`src/rtl/irq_pkg.sv`:
```
package irq_pkg;
    // Default geometry of the status register.
    localparam int unsigned IRQ_W       = 26;
    localparam int unsigned IRQ_SUM_POS = 15;
    localparam int unsigned IRQ_GRP_LO  = 16;
    localparam int unsigned IRQ_GRP_HI  = 25;
    // Live (latchable) positions: 0..14, 16, 20..25.
    localparam logic [IRQ_W-1:0] IRQ_LIVE = 26'h3F1_7FFF;
endpackage

```
`src/rtl/irq_status_latch.sv`:
```
module irq_status_latch #(
    parameter int unsigned       W       = irq_pkg::IRQ_W,
    parameter int unsigned       SUM_POS = irq_pkg::IRQ_SUM_POS,
    parameter int unsigned       GRP_LO  = irq_pkg::IRQ_GRP_LO,
    parameter int unsigned       GRP_HI  = irq_pkg::IRQ_GRP_HI,
    parameter logic [W-1:0]      LIVE    = irq_pkg::IRQ_LIVE
) (
    input  logic         clk,
    input  logic         rst_n,
    input  logic [W-1:0] evt_i,
    input  logic         clr_i,
    output logic [W-1:0] view_o
);
    localparam int unsigned GRP_W = GRP_HI - GRP_LO + 1;

    typedef struct packed {
        logic [W-1:0] bits;
    } latch_t;

    latch_t st_d, st_q;
    logic [GRP_W-1:0] grp;

    always_comb begin
        st_d = st_q;
        for (int i = 0; i < int'(W); i++) begin
            if (LIVE[i]) begin
                st_d.bits[i] = (st_q.bits[i] & ~clr_i) | evt_i[i];
            end else begin
                st_d.bits[i] = 1'b0;
            end
        end
    end

    always_ff @(posedge clk or negedge rst_n) begin
        if (!rst_n) begin
            st_q <= '0;
        end else begin
            st_q <= st_d;
        end
    end

    assign grp = st_q.bits[GRP_HI:GRP_LO];

    always_comb begin
        view_o          = st_q.bits;
        view_o[SUM_POS] = |grp;
    end
endmodule

```
`src/rtl/irq_cfg_regs.sv`:
```
module irq_cfg_regs #(
    parameter int unsigned W = irq_pkg::IRQ_W
) (
    input  logic         clk,
    input  logic         rst_n,
    input  logic         mask_we_i,
    input  logic [W-1:0] mask_wdata_i,
    input  logic         en_we_i,
    input  logic         en_wdata_i,
    output logic [W-1:0] mask_o,
    output logic         en_o
);
    typedef struct packed {
        logic [W-1:0] mask;
        logic         en;
    } cfg_t;

    cfg_t cfg_d, cfg_q;

    always_comb begin
        cfg_d = cfg_q;
        if (mask_we_i) cfg_d.mask = mask_wdata_i;
        if (en_we_i)   cfg_d.en   = en_wdata_i;
    end

    always_ff @(posedge clk or negedge rst_n) begin
        if (!rst_n) begin
            cfg_q <= '0;
        end else begin
            cfg_q <= cfg_d;
        end
    end

    assign mask_o = cfg_q.mask;
    assign en_o   = cfg_q.en;
endmodule

```
`src/rtl/irq_out_drive.sv`:
```
module irq_out_drive #(
    parameter int unsigned W = irq_pkg::IRQ_W
) (
    input  logic         clk,
    input  logic         rst_n,
    input  logic [W-1:0] stat_i,
    input  logic [W-1:0] mask_i,
    input  logic         en_i,
    output logic         irq_o
);
    typedef struct packed {
        logic req;
    } drv_t;

    drv_t drv_d, drv_q;
    logic pend;

    always_comb begin
        pend        = |(stat_i & mask_i);
        drv_d.req   = en_i & pend;
    end

    always_ff @(posedge clk or negedge rst_n) begin
        if (!rst_n) begin
            drv_q <= '0;
        end else begin
            drv_q <= drv_d;
        end
    end

    assign irq_o = drv_q.req;
endmodule

```
`src/rtl/irq_status_unit.sv`:
```
module irq_status_unit #(
    parameter int unsigned                 STAT_W  = irq_pkg::IRQ_W,
    parameter int unsigned                 SUM_POS = irq_pkg::IRQ_SUM_POS,
    parameter int unsigned                 GRP_LO  = irq_pkg::IRQ_GRP_LO,
    parameter int unsigned                 GRP_HI  = irq_pkg::IRQ_GRP_HI,
    parameter logic [STAT_W-1:0]           LIVE    = irq_pkg::IRQ_LIVE
) (
    input  logic              clk,
    input  logic              rst_n,
    input  logic [STAT_W-1:0] evt_i,
    input  logic              rd_stat_i,
    output logic [STAT_W-1:0] stat_o,
    input  logic              mask_we_i,
    input  logic [STAT_W-1:0] mask_wdata_i,
    output logic [STAT_W-1:0] mask_o,
    input  logic              en_we_i,
    input  logic              en_wdata_i,
    output logic              en_o,
    output logic              irq_o
);
    logic [STAT_W-1:0] view;
    logic [STAT_W-1:0] mask;
    logic              en;

    irq_status_latch #(
        .W(STAT_W), .SUM_POS(SUM_POS), .GRP_LO(GRP_LO), .GRP_HI(GRP_HI), .LIVE(LIVE)
    ) u_latch (
        .clk    (clk),
        .rst_n  (rst_n),
        .evt_i  (evt_i),
        .clr_i  (rd_stat_i),
        .view_o (view)
    );

    irq_cfg_regs #(.W(STAT_W)) u_cfg (
        .clk          (clk),
        .rst_n        (rst_n),
        .mask_we_i    (mask_we_i),
        .mask_wdata_i (mask_wdata_i),
        .en_we_i      (en_we_i),
        .en_wdata_i   (en_wdata_i),
        .mask_o       (mask),
        .en_o         (en)
    );

    irq_out_drive #(.W(STAT_W)) u_drive (
        .clk    (clk),
        .rst_n  (rst_n),
        .stat_i (view),
        .mask_i (mask),
        .en_i   (en),
        .irq_o  (irq_o)
    );

    assign stat_o = view;
    assign mask_o = mask;
    assign en_o   = en;
endmodule

```
`config.mk`:
```
export PLATFORM = sky130hd
export DESIGN_NAME = irq_status_unit
export DESIGN_NICKNAME = d
export VERILOG_FILES = /design/src/rtl/irq_pkg.sv /design/src/rtl/irq_status_latch.sv /design/src/rtl/irq_cfg_regs.sv /design/src/rtl/irq_out_drive.sv /design/src/rtl/irq_status_unit.sv
export SDC_FILE = /design/constraint.sdc
export NUM_CORES = 1
export LEC_CHECK = 0
export BUFFER_PORTS_ARGS = -buffer_cell sky130_fd_sc_hd__buf_4
export CAP_MARGIN = 20
export CORE_MARGIN = 4
export CORE_UTILIZATION = 30
export CTS_CLUSTER_SIZE = 24
export DETAILED_ROUTE_END_ITERATION = 8
export PLACE_DENSITY_LB_ADDON = 0.05
export SETUP_SLACK_MARGIN = 0.4
export SYNTH_ARGS = -nofsm -noshare
export SYNTH_HDL_FRONTEND = slang
export SYNTH_SLANG_ARGS = --single-unit
```
`constraint.sdc`:
```
create_clock -name clk -period 2.2 [get_ports clk]
set_clock_uncertainty 0.15 [all_clocks]
set_input_delay 0.22 -clock clk [delete_from_list [all_inputs] [get_ports clk]]
set_output_delay 0.22 -clock clk [all_outputs]
set_load 0.01 [all_outputs]
```
==> reports/metrics.csv, run 1 <==
metric;value;unit
hpwl;3.93;mm
finalCritPeriodShare;0.782;
p_leak;1.54;nW
die_w;87.9;µm
layout_commonest_cell;buf_4;
post_cts.repair.setup_buffers;0;
tns;0;ps
multi_input_area;622;µm²
outcome;completed;
die_h;87.9;µm
coreArea;0.00606;mm²
area.sequential;0.00125;mm²
synth_seq_cells;50;
start_kind;flop;
rsz0062_at_grt;false;
num_rows;28;
post_cts_resized;0;
overflow;0;
cp.required;1830;ps
synthCells;128;
avgSynthCellArea;15.0;µm²
final_cell_mix;105 x buf_4, 50 x dfrtp_1, 38 x dlygate4sd3_1, 27 x mux2_2, 21 x a21o_1;
syn_area;0.00191;mm²
irDropWorstVdd;370;µV
power_frac_comb;0.221;
dr.pass1.iters;2;
port_buffers;104;
hold_ws;5.44;ps
yosysWarnings;0;
root_buffer;clkbuf_8;
cts_hold_buf;37;
final_max_slew_viol_count;0;
layout-drive-gt1-share;0.511;
clkSlewWorstSetupHoldPaths;80;ps
nets;330;
cts-buffers-inserted;5;
cts_buffer_depth;2;
fillers;531;
pwr_density_cell;623;mW/mm²
pwr-share-seq;0.531;
hp-class;in -> reg;
io_pins;112;
vias;1602;
worstSetupEndpointType;primary output;
post-route-min-period;1720;ps
grt_pass1_vias;1705;
viasPerCell;4.62;
p_sw_frac;0.256;
finalWirelength;5.64;mm
gp_congestion;0.747;
drc;0;
cts_tree;built;
postRouteAntennaNets;0;
slew_headroom;0.565;
netlist-cell-type-count;17;
p_int;1.49;mW
die_area;0.00772;mm²
drt_iter0_drc;32;
clock_power_share;0.247;
ys_seq_area_frac;0.654;
grt_max_degree;51;
cap_violations;0;
start_util;0.316;
synthToLayoutAreaGrowth;68.0;%
diodes;0;
antenna_found_initial;0;
arrival;1350;ps
p_switching;512;µW
fmax;581;MHz
insertion_delay;290;ps
setup_viol;0;
wire_per_inst;16.2;µm
tightestPinTransition;653;ps
crit_type;reg -> out;
critPathMaxFanout;4;
cts.sinks;50;
ctsHtreeMaxLevel;2;
finalHoldViolations;0;
grt_pass1_wl;8.49;mm
grt_use_total;0.147;
==> cell usage after synthesis <==
cell / instances / area, µm²
a21boi_1: 1 / 7.51
a21o_1: 21 / 158
mux2_2: 27 / 304
buf_2: 3 / 15.0
dfrtp_1: 50 / 1250
clkbuf_1: 2 / 7.51
nor4_2: 1 / 12.5
buf_4: 3 / 22.5
conb_1: 1 / 3.75
inv_1: 1 / 3.75
nand2_1: 1 / 3.75
a21o_2: 1 / 8.76
o41a_1: 1 / 11.3
nand4_1: 2 / 12.5
nand3_1: 1 / 5.00
a22oi_1: 11 / 82.6
nor3_1: 1 / 5.00
==> logic make-up (layout without fill, tap and decap cells) <==
family	count (synthesis)	in the layout	synth area share
muxes	27	27	0.159
DFF	50	50	0.654
buffers and inverters	9	151	0.0255
other	1	3	0.00196
AOI/OAI and AO/OA	35	35	0.140
and+or+nand+nor	6	6	0.0203
==> final timing paths <==
| kind | slack [ps] | start | cells past startpoint | end |
|---|---|---|---|---|
| setup / recovery | 480 | u_latch.st_q[21] | 3 | stat_o[15] |
| hold / removal | 5 | mask_wdata_i[11] | 2 | u_cfg.mask_o[11] |
| setup reg to reg | 670 | u_latch.st_q[21] | 3 | u_drive.irq_o |
| hold reg to reg | 360 | u_latch.st_q[8] | 1 | u_latch.st_q[8] |
| max in group asynchronous | 1120 | rst_n | 2 | u_cfg.mask_o[18] |
| min in group asynchronous | 340 | rst_n | 2 | u_latch.st_q[2] |
==> flip-flops by register name, summed over array words and instances, names as in the netlist <==
| name | count |
|---|---|
| u_cfg.en_o | 1 |
| u_cfg.mask_o | 26 |
| u_drive.irq_o | 1 |
| u_latch.st_q | 22 |
==> through the flow <==
step | utilization | total power, mW | std cells | setup WS (ps) | area, µm²
after floorplan | - | 1.22 | 130 | 757 | 1920
after global placement | 0.455 | 1.46 | 302 | 682 | 2760
after detailed placement | 0.455 | 1.48 | 302 | 677 | 2760
after CTS | 0.529 | 2.04 | 346 | 457 | 3210
after global routing | 0.531 | 2.11 | 347 | 400 | 3220
final | 0.531 | 2.00 | 347 | 480 | 3220
==> routing by layer <==
metal / vias to the layer above / wire length, µm / track usage
met1: 776 / 2220 / 0.168
met4: 0 / 82 / 0.0432
met3: 9 / 413 / 0.0386
met5: - / 0 / 0
li1: 752 / - / -
met2: 65 / 2930 / 0.266
==> power groups by stage <==
stage                     registers, mW  clock network, mW  logic [mW]
after global routing               1.08              0.549       0.479
after floorplan                    1.11                  0       0.115
after detailed placement           1.08                  0       0.396
final                              1.06              0.496       0.444
after CTS                          1.06              0.526       0.449
after global placement             1.08                  0       0.388
==> final cells by class <==
| cell class | count | area share |
|---|---|---|
| multi-input combinational | 71 | 0.193 |
| inverter | 1 | 0.00117 |
| sequential | 50 | 0.389 |
| clock buffer | 7 | 0.0237 |
| tap | 75 | 0.0292 |
| timing repair buffer | 143 | 0.363 |
==> worst max-delay path: stages (launching register included) <==
cell	delay (ps)
dfrtp_1	440
nor4_2	350
nand2_1	110
buf_4	160
Note: power is estimated with default switching activity, not from simulation.
==> inputs of run 2 (changes only) <==
==> constraint.sdc (replaced) <==
create_clock -name clk -period 1.49 [get_ports clk]
set_clock_uncertainty 0.15 [all_clocks]
set_input_delay 0.149 -clock clk [delete_from_list [all_inputs] [get_ports clk]]
set_output_delay 0.149 -clock clk [all_outputs]
set_load 0.01 [all_outputs]
==> run 2 against run 1 <==
  * The run now ends with negative setup slack left
  * Flip-flop and latch count stayed put
  * Setup slack worse by 530 ps
  * Highest routed layer unchanged
  * First-iteration DRC count is 88% higher
  * Die area stayed put
  * Largest cell class is now buffers
  * Design area is 13% higher
  * Via count is 4.5% higher
  * Core utilization is 7.1 points higher
  * Register-to-register slack worse by 690 ps
  * Sequential power is 50% higher
  * Critical path type unchanged
  * Total power is 57% higher
  * Clock-buffer cell count is 1 lower
  * Sequential share of layout area is 4.5 points lower
==> reports/metrics.csv, run 2 (same netlist as run 1, synthesis figures left out) <==
metric;value;unit;change
gp_congestion;0.768;;was 0.747
tns;-68.0;ps;was 0 ps
drc;0;;unchanged
worstSetupEndpointType;primary output;;unchanged
worstPathCellList;nor4_4, nand2_1, buf_6;;was nor4_2, nand2_1, buf_4
slowest_stage;dfrtp_2;;was dfrtp_1
insertion_delay;300;ps;was 290 ps
die_h;87.9;µm;unchanged
die_w;87.9;µm;unchanged
dp_cells;304;;was 302
wire_per_inst;15.9;µm;was 16.2 µm
cts_buffer_depth;2;;unchanged
vias;1674;;was 1,602
cp.required;1190;ps;was 1830 ps
cap_violations;0;;unchanged
clkSlewWorstSetupHoldPaths;90;ps;was 80 ps
die_area;0.00772;mm²;unchanged
setup_viol;2;;was 0
coreArea;0.00606;mm²;unchanged
overflow;0;;unchanged
outcome;finished, violations left;;was completed
post-route-min-period;1540;ps;
hpwl;3.94;mm;was 3.93 mm
nets;352;;was 330
cts_tree;built;;unchanged
p_leak;1.71;nW;was 1.54 nW
viasPerCell;4.55;;was 4.62
largest_reg_flops;26;;unchanged
grt_pass1_vias;1957;;was 1,705
root_buffer;clkbuf_8;;unchanged
finalHoldViolations;0;;unchanged
layout-drive-gt1-share;0.532;;was 0.511
irDropWorstVdd;448;µV;was 370 µV
hp-class;in -> async;;was in -> reg
critPathMaxFanout;3;;was 4
io_pins;112;;unchanged
finalCritPeriodShare;1.03;;
antenna_found_initial;0;;unchanged
port_buffers;104;;unchanged
drt_iter0_drc;60;;was 32
synthToLayoutAreaGrowth;90.5;%;was 68.0%
final_max_slew_viol_count;0;;unchanged
grt_use_total;0.159;;was 0.147
fmax;651;MHz;
final_cell_area;0.00365;mm²;was 0.00322 mm²
rsz0062_at_grt;true;;was false
arrival;1240;ps;was 1350 ps
finalWirelength;5.87;mm;was 5.64 mm
ctsHtreeMaxLevel;2;;unchanged
failed_checks;negative setup slack;;
cts.sinks;50;;unchanged
start_util;0.316;;unchanged
cts-buffers-inserted;5;;unchanged
fin_cells;368;;was 347
diodes;0;;unchanged
final_cell_mix;61 x buf_4, 53 x buf_6, 51 x dlygate4sd3_1, 46 x dfrtp_1, 27 x mux2_2;;was 105 x buf_4, 50 x dfrtp_1, 38 x dlygate4sd3_1, 27 x mux2_2, 21 x a21o_1
num_rows;28;;unchanged
critPathMaxStageDelay;440;ps;about the same
grt_pass1_wl;9.32;mm;was 8.49 mm
postRouteAntennaNets;0;;unchanged
crit_type;reg -> out;;unchanged
grt_max_degree;51;;unchanged
layout_commonest_cell;buf_4;;unchanged
pwr_density_cell;862;mW/mm²;was 623 mW/mm²
start_kind;flop;;unchanged
setup_ws;-46.7;ps;was 480 ps
dr.pass1.iters;3;;was 2
placed_area;0.00277;mm²;was 0.00276 mm²
==> run 2: repair_timing <==
action / in CTS / in global routing
gates resized for setup: 54 / 7
pin swaps: 2 / 2
setup buffers: 4 / 3
hold buffers: 51 / 0
endpoints found under the hold margin: 99 / 0
endpoints found under the setup margin: 52 / 104
==> run 2: path summary, 6_finish.rpt <==
| check | startpoint | to | slack [ps] | cells after the start |
|---|---|---|---|---|
| min in group clk | mask_we_i | u_cfg.mask_o[0] | 220 | 2 |
| min | rst_n | u_latch.st_q[0] | 210 | 2 |
| max | u_latch.st_q[21] | stat_o[15] | -50 | 3 |
| max in group asynchronous | rst_n | u_latch.st_q[21] | 630 | 2 |
| min reg2reg | u_latch.st_q[13] | u_latch.st_q[13] | 380 | 1 |
| max reg2reg | u_latch.st_q[21] | u_drive.irq_o | -20 | 4 |
==> run 2: stage by stage <==
stage                     hold WS (ps)  worst slack (ps)  power [mW]   util
after floorplan                   -297               101        1.81      -
after global placement            54.9              16.5        2.17  0.458
after detailed placement          65.8              1.55        2.18  0.458
after CTS                          217             -84.5        3.18  0.594
after global routing               222              -122        3.32  0.602
final                              206             -46.7        3.14  0.602
==> run 2: worst max-delay path: cells and delay by family (launching register included) <==
kind | cells | cell delay [ps]
DFF | 1 | 440
and+or+nand+nor | 2 | 370
buffers and inverters | 1 | 130
==> run 2: area by class of cell <==
| class | count | area [µm²] |
|---|---|---|
| Clock buffer | 6 | 82.6 |
| Timing Repair Buffer | 165 | 1570 |
| Fill cell | 484 | 2410 |
| Tap cell | 75 | 93.8 |
| Sequential cell | 50 | 1260 |
| Multi-Input combinational cell | 71 | 646 |
| Inverter | 1 | 3.75 |
==> run 2: layer usage <==
metal  track usage  vias up  wire length (µm)
met2         0.297       63              3150
met4        0.0460        0                65
li1              -      792                 -
met1         0.175      812              2220
met3        0.0433        7               433
met5             0        -                 0
==> run 2: power breakdown <==
| group | total (mW) | internal [mW] | switching, mW |
|---|---|---|---|
| Combinational | 0.789 | 0.523 | 0.266 |
| Sequential | 1.59 | 1.47 | 0.120 |
| Clock | 0.761 | 0.359 | 0.402 |
